File: config.mk
export PLATFORM = sky130hd
export DESIGN_NAME = prg_mirror_latch
export DESIGN_NICKNAME = d
export VERILOG_FILES = /design/src/rtl/prgmir_pkg.sv /design/src/rtl/prgmir_reg.sv /design/src/rtl/prgmir_bank.sv /design/src/rtl/prgmir_ntsel.sv /design/src/rtl/prg_mirror_latch.sv
export SDC_FILE = /design/constraint.sdc
export NUM_CORES = 1
export LEC_CHECK = 0
export BUFFER_PORTS_ARGS = -buffer_cell sky130_fd_sc_hd__buf_2
export CAP_MARGIN = 10
export CORE_AREA = 10 10 47 49
export CTS_CLUSTER_DIAMETER = 40
export CTS_CLUSTER_SIZE = 40
export DETAILED_ROUTE_END_ITERATION = 10
export DIE_AREA = 0 0 57 59
export GPL_TIMING_DRIVEN = 0
export SLEW_MARGIN = 10
export SYNTH_ARGS = -nofsm -noshare
export SYNTH_HDL_FRONTEND = slang
export SYNTH_HIERARCHICAL = 1
export SYNTH_SLANG_ARGS = --single-unit
export TNS_END_PERCENT = 50
File: constraint.sdc
create_clock -name clk -period 1.3 [get_ports clk]
set_clock_uncertainty 0.15 [all_clocks]
set_input_delay 0.13 -clock clk [delete_from_list [all_inputs] [get_ports clk]]
set_output_delay 0.13 -clock clk [all_outputs]
set_load 0.02 [all_outputs]
File: src/rtl/prgmir_pkg.sv
package prgmir_pkg;

  localparam int FIELD_W = 5;

  typedef enum logic [1:0] {
    MIR_TRI3  = 2'd0,
    MIR_VERT  = 2'd1,
    MIR_HORZ  = 2'd2,
    MIR_SOLO1 = 2'd3
  } mirror_e;

  typedef struct packed {
    mirror_e              mode;
    logic                 half16;
    logic [FIELD_W-1:0]   field;
  } cfg_t;

endpackage

File: src/rtl/prgmir_reg.sv
module prgmir_reg
  import prgmir_pkg::*;
(
  input  logic        clk,
  input  logic        rst_n,
  input  logic [15:0] cpu_addr,
  input  logic [7:0]  cpu_data,
  input  logic        cpu_wr,
  output cfg_t        cfg_q
);

  logic wr_hit;
  cfg_t cfg_d;

  // Only the ROM window (A15 high) decodes the register.
  always_comb begin
    wr_hit = cpu_wr && cpu_addr[15];
    cfg_d  = cfg_q;
    if (wr_hit) begin
      cfg_d = cfg_t'(cpu_data);
    end
  end

  always_ff @(posedge clk or negedge rst_n) begin
    if (!rst_n) begin
      cfg_q <= '0;
    end else if (wr_hit) begin
      cfg_q <= cfg_d;
    end
  end

endmodule

File: src/rtl/prgmir_bank.sv
module prgmir_bank
  import prgmir_pkg::*;
#(
  parameter int BANK_W = 4
) (
  input  cfg_t              cfg,
  input  logic              a14,
  output logic [BANK_W-1:0] bank
);

  logic [FIELD_W-1:0] full;

  // 16 KB layout: same bank in both halves. 32 KB layout: A14 is the low bit.
  always_comb begin
    if (cfg.half16) begin
      full = cfg.field;
    end else begin
      full = {cfg.field[FIELD_W-1:1], a14};
    end
  end

  generate
    if (BANK_W <= FIELD_W) begin : g_wrap
      assign bank = full[BANK_W-1:0];
    end else begin : g_extend
      assign bank = {{(BANK_W-FIELD_W){1'b0}}, full};
    end
  endgenerate

endmodule

File: src/rtl/prgmir_ntsel.sv
module prgmir_ntsel
  import prgmir_pkg::*;
(
  input  mirror_e    mode,
  input  logic [1:0] quad,
  output logic       screen
);

  always_comb begin
    unique case (mode)
      MIR_TRI3:  screen = &quad;
      MIR_VERT:  screen = quad[0];
      MIR_HORZ:  screen = quad[1];
      MIR_SOLO1: screen = 1'b1;
      default:   screen = 1'b0;
    endcase
  end

endmodule

File: src/rtl/prg_mirror_latch.sv
module prg_mirror_latch
  import prgmir_pkg::*;
#(
  parameter int PRG_BANKS16 = 16
) (
  input  logic                           clk,
  input  logic                           rst_n,
  input  logic [15:0]                    cpu_addr,
  input  logic [7:0]                     cpu_data,
  input  logic                           cpu_wr,
  input  logic [1:0]                     ppu_quad,
  output logic [$clog2(PRG_BANKS16)-1:0] prg_bank,
  output logic                           nt_screen,
  output logic [1:0]                     mirror_mode
);

  localparam int BANK_W = $clog2(PRG_BANKS16);

  cfg_t cfg_q;

  prgmir_reg u_reg (
    .clk      (clk),
    .rst_n    (rst_n),
    .cpu_addr (cpu_addr),
    .cpu_data (cpu_data),
    .cpu_wr   (cpu_wr),
    .cfg_q    (cfg_q)
  );

  prgmir_bank #(.BANK_W(BANK_W)) u_bank (
    .cfg  (cfg_q),
    .a14  (cpu_addr[14]),
    .bank (prg_bank)
  );

  prgmir_ntsel u_nt (
    .mode   (cfg_q.mode),
    .quad   (ppu_quad),
    .screen (nt_screen)
  );

  assign mirror_mode = cfg_q.mode;

endmodule

==> out/qor.txt <==
OUTCOME
---------------------------------------------------------------------------------
Outcome ............................................................ finished with violations
Failing checks ..................................................... setup timing

CELLS AND AREA
---------------------------------------------------------------------------------
Most flops, register ...............................................  u_reg/cfg_q
Fill count .........................................................          145
Commonest non-fill, non-tap cell in the layout .....................        buf_2
Combined flip-flop and latch cell area .............................    175 sq um
Util after Layout ..................................................        39.0%
Total inserted antenna cells .......................................            0
Layout cells sized above 1 .........................................        67.9%
Area of combinational cells with multiple inputs ...................    109 sq um
Number of cells in the finished layout apart from fillers ..........           69
Most frequent cells in the layout .................................. buf_2 (19), dlygate4sd3_1 (8), mux2_2 (7), dfrtp_1 (7), buf_4 (4)
Synth-to-layout area growth ........................................        78.4%
Layout Nets ........................................................           83
Registers with the most flip-flops ................................. u_reg/cfg_q (7)
Final cell area excluding filler cells .............................    547 sq um
Max FFs per register ...............................................            7

ROUTING
---------------------------------------------------------------------------------
Detailed-route via count ...........................................          271
Post-detailed-route DRC marker count ...............................            0
Initial DRC count ..................................................            0
Routed len/inst .................................................... 11.4 microns
Total length of routed wires .......................................  785 microns
Number of nets with antenna violations after detailed routing ......            0
1st-pass router iterations .........................................            1
Detailed-route vias per instance ...................................         3.93

PLACED DESIGN
---------------------------------------------------------------------------------
Number of instances in the placed design ...........................           56
Port Buffer Count ..................................................           20
Placer Congestion ..................................................        0.599
Cell area after placement ..........................................    427 sq um

CRITICAL PATH
---------------------------------------------------------------------------------
Worst reg2reg startpoint ........................................... u_reg/cfg_q[5]
Reg-to-reg slack, setup ............................................      0.26 ns
Worst path top cell family by delay ................................   flip-flops
Timing startpoint of the critical path ............................. u_reg/cfg_q[5]
Worst Path Buf+Inv .................................................            1
Endpoint kind of the worst setup timing path ....................... primary output
Endpoint of the worst setup timing path ............................  prg_bank[0]
Reg2Reg Depth ......................................................            2
Cell Chain, Critical Path .......................................... mux2_4 > buf_6
Category of the most critical setup path ...........................   reg -> out
Instance count on the critical path ................................            2
Capturing point of the worst reg2reg path .......................... u_reg/cfg_q[5]
Worst path required time ...........................................      1.02 ns
Worst Path Max Fanout ..............................................            2
Largest stage delay on the critical path ...........................      0.39 ns
Launching element type of the critical path ........................    flip-flop
Critical path arrival ..............................................      1.06 ns
Cell with the largest stage delay on the worst path ................      dfrtp_1

TIMING
---------------------------------------------------------------------------------
Final critical delay including setup and external delays ...........      1.34 ns
Highest Clock Rate .................................................    0.744 GHz
Total count of hold-check failures in the final report .............            0
Final setup violating endpoints ....................................            1
Relative max-transition margin .....................................        88.4%
Final worst slack ..................................................   -0.0437 ns
Worst slack on hold paths ..........................................    0.0976 ns
Tightest Pin Transition ............................................     0.173 ns
Setup repair after global routing missed its margin ................          yes
Post-route fraction of the period consumed by the critical path ....         103%
Final Slew Violations ..............................................            0

FLOORPLAN
---------------------------------------------------------------------------------
Y dimension of the die .............................................   59 microns
Area of the die ....................................................   3360 sq um
I/O pin count ......................................................           36
Area of the placeable core .........................................   1400 sq um
Horiz. Die Dim .....................................................   57 microns
Num rows ...........................................................           14
Starting Density ...................................................        21.9%

GRT
---------------------------------------------------------------------------------
Total overflow reported by the global router .......................            0
First-pass GRT wire length ......................................... 1350 microns
Number of antenna violations at the first check in global routing ..            0
Via count of the first global-routing pass .........................          342
Global routing usage summed across all routing layers ..............        5.05%
Pin count of the biggest net entering global routing ...............            8

LOGIC SYNTHESIS
---------------------------------------------------------------------------------
YS warnings ........................................................            6
Net count after synthesis ..........................................           49
Avg Synthesized Cell Area ..........................................   15.3 sq um
Cells after synthesis ..............................................           20
Area of the mapped netlist .........................................    307 sq um

POWER AND IR DROP
---------------------------------------------------------------------------------
Total power after layout ...........................................     0.664 mW
Power per cell area ................................................ 1210 nW/um^2
Switching portion of total power ...................................        27.0%
Total leakage power ................................................     0.273 nW
Flop pwr share .....................................................        40.5%
Worst-case vdd ir drop .............................................       594 uV
Total internal power ...............................................     0.485 mW
Combinational cell fraction of total power .........................        30.5%
Clock share of power ...............................................        28.9%
Sw Pwr .............................................................     0.179 mW

CLOCKING
---------------------------------------------------------------------------------
Sinks on Clock Net .................................................            7
Root buffer cell ...................................................     clkbuf_4
TritonCTS Buffers ..................................................            3
Bufs on Longest Clock Path .........................................            2
CTS tree ...........................................................         done
Source-to-sink clock delay at the later pin of the worst-skew pair .      0.24 ns
Clock transition at path regs ......................................      0.05 ns
Count of H-tree levels built during CTS ............................            1

FLOW RUN
---------------------------------------------------------------------------------
Max cap viols ......................................................            0

MIN PATH
---------------------------------------------------------------------------------
Type of the most critical hold path ................................  in -> async

## cell type report
type,count,share of cell area (%)
Tap cell,16,3.66
Timing Repair Buffer,29,35.5
Buffer,3,4.12
Clock buffer,4,4.81
Multi-Input combinational cell,10,19.9
Sequential cell,7,32.0
## power groups by stage
stage / clock network, mW / logic, mW / registers (mW)
floorplan: 0 / 0.102 / 0.281
global placement: 0 / 0.172 / 0.272
detailed placement: 0 / 0.174 / 0.273
CTS: 0.202 / 0.207 / 0.269
global route: 0.215 / 0.220 / 0.274
finish: 0.192 / 0.203 / 0.269
## timing repair
| item | in CTS | in global routing |
|---|---|---|
| hold buffers | 8 | 0 |
| setup endpoints to repair | 1 | 2 |
| setup buffers | 1 | 0 |
| endpoints found under the hold margin | 14 | 0 |
| gates resized for setup | 2 | 0 |
## layer usage
metal	vias up	track usage [%]	wire length [microns]
li1	132	-	-
met1	121	5.34	359
met4	0	2.01	0
met2	18	7.44	315
met3	0	3.86	110
met5	-	0	0
## worst min path at each step
stage          start        endpoint  slack, ns
2_1_floorplan  rst_n  u_reg/cfg_q[0]      -0.32
3_3_place_gp   rst_n  u_reg/cfg_q[1]      -0.18
3_5_place_dp   rst_n  u_reg/cfg_q[1]      -0.18
4_1_cts        rst_n  u_reg/cfg_q[1]       0.09
5_1_grt        rst_n  u_reg/cfg_q[5]       0.11
6_report       rst_n  u_reg/cfg_q[7]        0.1
## through the flow
step / worst slack, ns / setup TNS (ns)
after global routing: -0.0786 / -0.0972
after floorplan: 0.287 / 0
after global placement: 0.210 / 0
after detailed placement: 0.198 / 0
final: -0.0437 / -0.0437
after CTS: -0.0465 / -0.0465
Note: power is estimated with default switching activity, not from simulation.
